File: config.mk
export PLATFORM = sky130hd
export DESIGN_NAME = rate_enable_scaler
export DESIGN_NICKNAME = d
export VERILOG_FILES = /design/src/rtl/res_pkg.sv /design/src/rtl/res_cfg.sv /design/src/rtl/res_half_div.sv /design/src/rtl/res_acc.sv /design/src/rtl/rate_enable_scaler.sv
export SDC_FILE = /design/constraint.sdc
export NUM_CORES = 1
export LEC_CHECK = 0
export BUFFER_PORTS_ARGS = -buffer_cell sky130_fd_sc_hd__buf_2
export CORE_ASPECT_RATIO = 1.5
export CORE_MARGIN = 8
export CORE_UTILIZATION = 45
export DETAILED_ROUTE_END_ITERATION = 8
export PLACE_DENSITY = 0.7
export SETUP_SLACK_MARGIN = 0.05
export SLEW_MARGIN = 20
export SYNTH_ARGS = -nofsm -noshare
export SYNTH_HDL_FRONTEND = slang
export SYNTH_SLANG_ARGS = --single-unit
File: constraint.sdc
create_clock -name clk_i -period 8.2 [get_ports clk_i]
set_clock_uncertainty 0.05 [all_clocks]
set_input_delay 1.23 -clock clk_i [delete_from_list [all_inputs] [get_ports clk_i]]
set_output_delay 1.23 -clock clk_i [all_outputs]
set_load 0.02 [all_outputs]
File: src/rtl/res_pkg.sv
package res_pkg;
  typedef enum logic [1:0] {
    SCL_PASS = 2'd0,
    SCL_HALF = 2'd1,
    SCL_RAT  = 2'd2,
    SCL_SWL  = 2'd3
  } scl_mode_e;

  localparam int unsigned SWL_SLOTS = 16;
endpackage

File: src/rtl/res_cfg.sv
module res_cfg #(
  parameter int unsigned W = 8
) (
  input  logic               clk_i,
  input  logic               rst_ni,
  input  logic               stb_i,
  input  logic [1:0]         mode_i,
  input  logic [W-1:0]       m_i,
  input  logic [W-1:0]       n_i,
  output res_pkg::scl_mode_e mode_o,
  output logic [W-1:0]       m_o,
  output logic [W-1:0]       n_o
);
  always_ff @(posedge clk_i or negedge rst_ni) begin
    if (!rst_ni) begin
      mode_o <= res_pkg::SCL_PASS;
      m_o    <= '0;
      n_o    <= '0;
    end else if (stb_i) begin
      mode_o <= res_pkg::scl_mode_e'(mode_i);
      m_o    <= m_i;
      n_o    <= n_i;
    end
  end


  cfg_hold_chk: assert property (@(posedge clk_i) disable iff (!rst_ni)
    !stb_i |=> ($stable(m_o) && $stable(n_o) && $stable(mode_o)));
endmodule

File: src/rtl/res_half_div.sv
module res_half_div #(
  parameter int unsigned W = 8
) (
  input  logic         clk_i,
  input  logic         rst_ni,
  input  logic         clr_i,
  input  logic         step_i,
  input  logic [W-1:0] n_i,
  output logic         hit_o
);
  localparam int unsigned QW = W - 1;

  logic [QW-1:0] q, cnt_q;
  logic          ph_q;
  logic [W-1:0]  tgt;

  assign q     = n_i[W-1:1];
  // long period on odd phase only when the half step is set
  assign tgt   = {1'b0, q} + W'(n_i[0] & ph_q);
  assign hit_o = (q == '0) || ({1'b0, cnt_q} == tgt - W'(1));

  always_ff @(posedge clk_i or negedge rst_ni) begin
    if (!rst_ni) begin
      cnt_q <= '0;
      ph_q  <= 1'b0;
    end else if (clr_i) begin
      cnt_q <= '0;
      ph_q  <= 1'b0;
    end else if (step_i && q != '0) begin
      if (hit_o) begin
        cnt_q <= '0;
        ph_q  <= ph_q ^ n_i[0];
      end else begin
        cnt_q <= cnt_q + QW'(1);
      end
    end
  end


  cnt_range_chk: assert property (@(posedge clk_i) disable iff (!rst_ni)
    (q != '0) |-> ({1'b0, cnt_q} < tgt));


  div_idle_chk: assert property (@(posedge clk_i) disable iff (!rst_ni)
    (!step_i && !clr_i) |=> ($stable(cnt_q) && $stable(ph_q)));
endmodule

File: src/rtl/res_acc.sv
module res_acc #(
  parameter int unsigned W = 8
) (
  input  logic       clk_i,
  input  logic       rst_ni,
  input  logic       clr_i,
  input  logic       step_i,
  input  logic [W:0] num_i,
  input  logic [W:0] den_i,
  output logic       hit_o
);
  logic [W:0]   acc_q;
  logic [W+1:0] sum;

  assign sum   = {1'b0, acc_q} + {1'b0, num_i};
  assign hit_o = (sum >= {1'b0, den_i});

  always_ff @(posedge clk_i or negedge rst_ni) begin
    if (!rst_ni)     acc_q <= '0;
    else if (clr_i)  acc_q <= '0;
    else if (step_i) acc_q <= hit_o ? W'(sum - {1'b0, den_i}) + (W+1)'(0) : sum[W:0];
  end


  acc_bound_chk: assert property (@(posedge clk_i) disable iff (!rst_ni)
    (num_i < den_i && !$past(step_i)) |-> (acc_q < den_i));


  acc_idle_chk: assert property (@(posedge clk_i) disable iff (!rst_ni)
    (!step_i && !clr_i) |=> $stable(acc_q));
endmodule

File: src/rtl/rate_enable_scaler.sv
module rate_enable_scaler #(
  parameter int unsigned W = 8
) (
  input  logic         clk_i,
  input  logic         rst_ni,
  input  logic         in_en_i,
  input  logic [1:0]   mode_i,
  input  logic [W-1:0] m_i,
  input  logic [W-1:0] n_i,
  input  logic         cfg_stb_i,
  output logic         out_en_o
);
  import res_pkg::*;

  localparam logic [W:0] SWL_DEN = (W+1)'(SWL_SLOTS);
  localparam logic [W-1:0] SWL_FULL = W'(SWL_SLOTS - 1);

  scl_mode_e  mode_q;
  logic [W-1:0] m_q, n_q;
  logic       live, rat_pass, swl_pass, acc_on;
  logic       div_hit, acc_hit, keep;
  logic [W:0] num, den;

  res_cfg #(.W(W)) cfg_i (
    .clk_i(clk_i), .rst_ni(rst_ni), .stb_i(cfg_stb_i),
    .mode_i(mode_i), .m_i(m_i), .n_i(n_i),
    .mode_o(mode_q), .m_o(m_q), .n_o(n_q)
  );

  assign live     = in_en_i & ~cfg_stb_i;
  assign rat_pass = (m_q >= n_q);
  assign swl_pass = (m_q >= SWL_FULL);
  assign acc_on   = (mode_q == SCL_RAT && !rat_pass) || (mode_q == SCL_SWL && !swl_pass);
  assign num      = {1'b0, m_q} + (W+1)'(1);
  assign den      = (mode_q == SCL_RAT) ? ({1'b0, n_q} + (W+1)'(1)) : SWL_DEN;

  res_half_div #(.W(W)) div_i (
    .clk_i(clk_i), .rst_ni(rst_ni), .clr_i(cfg_stb_i),
    .step_i(live && mode_q == SCL_HALF), .n_i(n_q), .hit_o(div_hit)
  );

  // one accumulator serves both the rational and the swallower modes
  res_acc #(.W(W)) acc_i (
    .clk_i(clk_i), .rst_ni(rst_ni), .clr_i(cfg_stb_i),
    .step_i(live && acc_on), .num_i(num), .den_i(den), .hit_o(acc_hit)
  );

  always_comb begin
    unique case (mode_q)
      SCL_PASS: keep = 1'b1;
      SCL_HALF: keep = div_hit;
      SCL_RAT:  keep = rat_pass | acc_hit;
      SCL_SWL:  keep = swl_pass | acc_hit;
      default:  keep = 1'b1;
    endcase
  end

  assign out_en_o = live & keep;


  out_gate_chk: assert property (@(posedge clk_i) disable iff (!rst_ni)
    out_en_o |-> in_en_i);


  stb_quiet_chk: assert property (@(posedge clk_i) disable iff (!rst_ni)
    cfg_stb_i |-> !out_en_o);


  pass_chk: assert property (@(posedge clk_i) disable iff (!rst_ni)
    (mode_q == SCL_PASS && live) |-> out_en_o);
endmodule

== Word-level counts from Yosys, hierarchy flattened ==
Cells that the tools add are included.
W data, S select, Z words.
Storage, ports and cells
  flip-flop bits (word level): 35
  input bits: 22
  output and inout port bits: 1
  logic and storage cells: 54
Operators by class
  add/sub/neg operators: 7
  order comparisons: 3
  equal/unequal tests: 4
  muxes and demuxes: 11
  bitwise gates (word level): 7
  reductions and logical operators: 16
Operators with widths (count)
  $mux W9: 4
  $mux W7: 3
  $add A8 B1 Y9 const B: 2
  $add A9 B9 Y10: 1
  $ge A10 B9 Y1: 1
  $add A7 B8 Y8: 1
  $eq A7 B8 Y1: 1
  $ge A8 B4 Y1 const B: 1
  $ge A8 B8 Y1: 1
  $sub A8 B1 Y8 const B: 1
  $sub A8 B8 Y8: 1
  $add A7 B1 Y7 const B: 1
  $logic_not A7 Y1: 1
  $reduce_bool A7 Y1: 1
  $reduce_bool A2 Y1: 3
  $logic_and A1 B1 Y1: 5
  $eq A2 B2 Y1 const B: 2
  $pmux W1 S4: 1
  $and A1 B1 Y1: 3
  $mux W1: 3
  $eq A2 B1 Y1 const B: 1
  $logic_not A1 Y1: 2
  $logic_not A2 Y1: 1
  $logic_or A1 B1 Y1: 2
  4 further kinds: 5

== Longest topological paths before layout ==
  word-level depth: 8
  mapped depth: 14
  depth with buffers taken out: 14

== Modules after synthesis ==
Synthesis repeated with hierarchy kept, for this count alone.
Unflattened totals
  cell total of the unflattened synthesis: 353
  area total of the unflattened synthesis: 3275.6 µm²
Modules (own cells, without submodules)
  res_acc: times used 1, cells an instance 149, area each 1257.5 µm², seq. area each 225.2 µm²
  res_half_div: times used 1, cells an instance 86, area each 747.0 µm², seq. area each 200.2 µm²
  res_cfg: times used 1, cells an instance 38, area each 721.9 µm², seq. area each 450.4 µm²
  rate_enable_scaler: times used 1, cells an instance 80, area each 549.3 µm², seq. area each 0.0 µm²

== Worst setup path after synthesis ==
OpenSTA, ideal clock, no wires.
  path type: register -> output
  start: reg cfg_i.m_o[0]
  end: out out_en_o
  arrival: 3.013 ns
  required time: 6.920 ns
  slack: 3.907 ns
  cell stages (with the launch flop): 15
  path buffers: 0
  cell sequence: dfrtp_1 -> inv_1 -> ha_1 -> fa_1 -> nor2b_1 -> o21a_1 -> nor2_1 -> xnor2_1 -> ha_1 -> o21ai_0 -> a21oi_1 -> o31a_1 -> o221ai_1 -> nand2_1 -> o211a_1
On the way
  cells in the longest elaborated chain, start to end: 6
  elaborated cells on any way between the ends: 9
  classes of those cells: 2 x add/sub; 3 x order compare; 1 x mux; 3 x bitwise
RTL lines
  start: declaration: line res_cfg.sv:11  | output logic [W-1:0] m_o,
  start signal: assignment: line res_cfg.sv:21  | m_o <= m_i;
  $add A8 B1 Y9: line rate_enable_scaler.sv:34  | assign num = {1'b0, m_q} + (W+1)'(1);
  $add A9 B9 Y10: line res_acc.sv:15  | assign sum = {1'b0, acc_q} + {1'b0, num_i};
  $ge A10 B9 Y1: line res_acc.sv:16  | assign hit_o = (sum >= {1'b0, den_i});
  $or A1 B1 Y1, on equally long branches: line rate_enable_scaler.sv:53, rate_enable_scaler.sv:52
  $pmux W1 S4 (*): line rate_enable_scaler.sv:49  | unique case (mode_q)
  $and A1 B1 Y1 (*): line rate_enable_scaler.sv:58  | assign out_en_o = live & keep;
  end: declaration: line rate_enable_scaler.sv:11  | output logic out_en_o
Every way passes the cells marked *; elsewhere a longest branch is shown, timed or not.

== Worst setup path after layout ==
  start: reg acc_i.acc_q[0]
  end: out out_en_o
On the way
  cells in the longest elaborated chain, start to end: 5
  elaborated cells on any way between the ends: 6
  classes of those cells: 1 x add/sub; 1 x order compare; 1 x mux; 3 x bitwise
RTL lines
  start: declaration: line res_acc.sv:12  | logic [W:0] acc_q;
  start signal: assignment: line res_acc.sv:21  | else if (step_i) acc_q <= hit_o ? W'(sum - {1'b0, den_i}) + (W+1)'(0) : sum[W:0];
  $add A9 B9 Y10 (*): line res_acc.sv:15
  $ge A10 B9 Y1 (*): line res_acc.sv:16
  $or A1 B1 Y1, on equally long branches: line rate_enable_scaler.sv:53, rate_enable_scaler.sv:52
  $pmux W1 S4 (*): line rate_enable_scaler.sv:49
  $and A1 B1 Y1 (*): line rate_enable_scaler.sv:58
Marked as above.

==> results by group <==
Outcome
  – Result of the run: complete, no violations

Worst setup path
  – Req. time, crit path: 6.92 ns
  – Sort of element at the end of the critical path: output pin
  – Crit-path leading delay family: compound AO/OA/AOI/OAI gates
  – Setup Crit Path Kind: flip-flop to output pin
  – Critical path launch point type: flip-flop
  – CP Cell Sequence: inv_1, ha_1, fa_1, nor2b_1, o2111ai_1, nand3b_1, xor2_1, ha_1, o21a_1, o31a_1, o221ai_1, nand2_1, o211a_1, buf_2
  – Worst EP arrival: 3.87 ns
  – Library cell contributing the largest single delay on the critical path: o221ai_1
  – WP buf/inv: 2
  – Cell repeated most along the worst path: ha_1
  – Highest cell delay on the worst timing path: 0.48 ns
  – Max FO, Critical Path: 7

Route
  – Wire length per cell: 17.8 µm
  – Post-DRT Antenna Nets: 0
  – First-pass DRT Iterations: 4
  – Wirelength, routed: 7.70 mm
  – Average vias per placed instance: 5.94
  – Post-route DRC: 0
  – Number of design-rule violations left by the first detailed-router iteration: 84
  – Vias: 2566

Synth
  – Most frequent cell after synthesis: nand2_1
  – Mean instance size in the synthesized netlist: 8.79 µm²
  – Biggest area contributors in the synthesized netlist: dfrtp_1 (30%), ha_1 (13%), o21ai_0 (5.1%), nand2_1 (4.7%), xnor2_1 (4.5%)
  – Most frequently used flop master after synthesis: dfrtp_1
  – Count of state elements after synthesis: 35
  – Post-synth top area cell: dfrtp_1
  – Syn_nets: 389
  – Post-synthesis async set-or-reset flop share: 1.00
  – Post-synth top area share: 0.298
  – Count of distinct cell types in the synthesized netlist: 57
  – Part of the Yosys area used for sequential elements: 0.298
  – Cell types with the highest counts after synthesis: nand2_1 (37), dfrtp_1 (35), ha_1 (31)
  – Number of warnings reported in the yosys synthesis log: 0
  – Cells after synthesis: 334
  – Post-synth EDFFs: 0
  – Netlist area before placement: 2940 µm²

STA
  – Final Hold Violating Endpoints: 0
  – Ratio of final minimum period to clock period: 0.628
  – Setup TNS after final layout: 0 ns
  – Final number of max-transition violations: 0
  – Count of endpoints failing setup in the final report: 0
  – RSZ-0062 raised after global routing: false
  – Achievable frequency: 194 MHz
  – Final period demand of the worst path: 5.15 ns
  – Worst relative slew slack: 0.440
  – Worst hold-check slack: 0.483 ns
  – Transition at the pin with the smallest max-transition slack: 0.839 ns

Layout
  – Layout net count: 410
  – Final standard cell area without fillers: 3180 µm²
  – Synthesis-to-layout area growth: 8.31%
  – Fraction of layout instances using a drive strength above 1: 0.129
  – Diodes inserted: 0

Placement
  – Routability Congestion: 0.913
  – Post-detailed-placement cell area: 3090 µm²
  – Total of buffers placed on input and output ports: 22
  – Placed wire-length estimate after detailed placement: 6.10 mm

Global routing
  – All-Layer GR Usage: 0.172
  – Number of antenna violations at the first check in global routing: 0
  – Met1 global-route usage: 0.173
  – Met3 demand-to-capacity share in global routing: 0.0250
  – Largest net degree at the start of global routing: 36
  – Wire length of the first global-routing pass: 12.6 mm
  – Met2 usage in global routing: 0.326
  – Number of global-route vias before repair: 2638
  – Overflow after GRT: 0
  – Layer with the highest usage after global routing: met2

Clock network
  – Number of setup buffers added after CTS: 0
  – Later-pin clock latency in the skew report: 0.31 ns
  – Number of buffers created by CTS: 5
  – Number of cells upsized or downsized after cts: 0
  – TritonCTS sink count: 35
  – Maximum count of clock buffers along a single path: 2
  – H-tree depth reported by CTS: 2
  – Clock tree from TritonCTS: done
  – Hold buffers post-CTS: 0
  – CTS root buffer: clkbuf_8
  – Clock-pin transition on the worst setup and hold timing paths: 0.07 ns

Pwr
  – Internal power contribution: 368 µW
  – Fraction of power consumed by combinational cells: 0.476
  – Power per cell area: 200 nW/µm²
  – Maximum VDD drop: 0.0922 mV
  – Leakage power: 1.42 nW
  – Net Switching: 268 µW
  – Power share of the sequential group: 0.321
  – Portion of total power attributed to the clock network: 0.203
  – Net Sw Frac: 0.422

Floorplan
  – Die area: 9420 µm²
  – Starting Density: 0.459
  – Top-level port count: 23
  – Die width: 81.9 µm
  – Floorplan die height: 115 µm
  – Number of rows in the core area: 36
  – Core area: 6400 µm²

Hold path
  – Worst min-delay path category: flip-flop to flip-flop

Job
  – Max Cap Violations: 0
-- cell usage in the layout (no fill, tap or decap), drive strengths merged, types with 9 or more instances in the layout --
cell | Yosys | final
a21oi | 10 | 10
buf | 3 | 22
dfrtp | 35 | 35
ha | 31 | 31
inv | 16 | 16
mux2 | 9 | 9
nand2 | 37 | 37
nand3 | 10 | 10
nor2 | 22 | 22
o21ai | 31 | 31
xnor2 | 15 | 15
-- area by class of cell --
cell class / instances / area (µm²)
inverters: 16 / 60.1
fillers: 641 / 3220
flip-flops and latches: 35 / 876
repair buffers: 22 / 110
clock inverters: 2 / 12.5
well taps: 76 / 95.1
multi-input cells: 275 / 1950
clock buffers: 6 / 72.6
-- metrics by stage --
step | total power, mW | util | setup slack [ns] | cells
final | 0.636 | 0.497 | 3.05 | 432
after global placement | 0.500 | 0.484 | 3.41 | 424
after global routing | 0.680 | 0.497 | 2.81 | 432
after detailed placement | 0.505 | 0.484 | 3.38 | 424
after floorplan | 0.430 | - | 3.91 | 334
after CTS | 0.635 | 0.497 | 3.05 | 432
-- path summary, 6_finish.rpt --
check | from | endpoint | slack, ns | cells past startpoint
worst max-delay path | acc_i.acc_q[0]$_DFFE_PN0P_ | out_en_o | 3.05 | 14
worst min-delay path | acc_i.acc_q[2]$_DFFE_PN0P_ | acc_i.acc_q[2]$_DFFE_PN0P_ | 0.48 | 2
worst max register to register | acc_i.acc_q[0]$_DFFE_PN0P_ | acc_i.acc_q[6]$_DFFE_PN0P_ | 4.54 | 13
worst min register to register | acc_i.acc_q[2]$_DFFE_PN0P_ | acc_i.acc_q[2]$_DFFE_PN0P_ | 0.48 | 2
max in group asynchronous | rst_ni | cfg_i.n_o[5]$_DFFE_PN0P_ | 6.59 | 1
min in group asynchronous | rst_ni | acc_i.acc_q[5]$_DFFE_PN0P_ | 0.97 | 1
-- power groups by stage --
stage / clock, mW / sequential [mW] / combinational (mW)
final: 0.129 / 0.204 / 0.303
after global routing: 0.138 / 0.207 / 0.335
after CTS: 0.131 / 0.204 / 0.299
after detailed placement: 0 / 0.208 / 0.297
after global placement: 0 / 0.207 / 0.293
after floorplan: 0 / 0.199 / 0.231
-- flip-flops by register name (all words and copies together) (netlist names) --
name,flops
acc_i.acc_q,9
cfg_i.mode_o,2
cfg_i.m_o,8
div_i.cnt_q,7
div_i.ph_q,1
cfg_i.n_o,8
-- worst min-delay path: cells and delay by family, from the launching register on --
kind / cells / cell delay (ns)
flip-flops: 1 / 0.37
AND/OR/NAND/NOR: 2 / 0.13
-- kinds of logic after synthesis --
| group | after synthesis | share of synthesized area |
|---|---|---|
| adder cells (fa/ha/maj) | 33 | 0.146 |
| XOR/XNOR | 20 | 0.0597 |
| AO/OA/AOI/OAI | 88 | 0.207 |
| buffers and inverters | 24 | 0.0362 |
| AND/OR/NAND/NOR | 125 | 0.219 |
| multiplexers | 9 | 0.0345 |
| flip-flops | 35 | 0.298 |
-- routing by layer --
layer / wire length [µm] / part of all wire / up-vias
met5: 0 / 0 / -
met4: 210 / 0.027 / 0
met3: 136 / 0.018 / 16
met2: 4360 / 0.57 / 31
met1: 2990 / 0.39 / 1248
li1: - / - / 1271
Note: power is estimated with default switching activity, not from simulation.
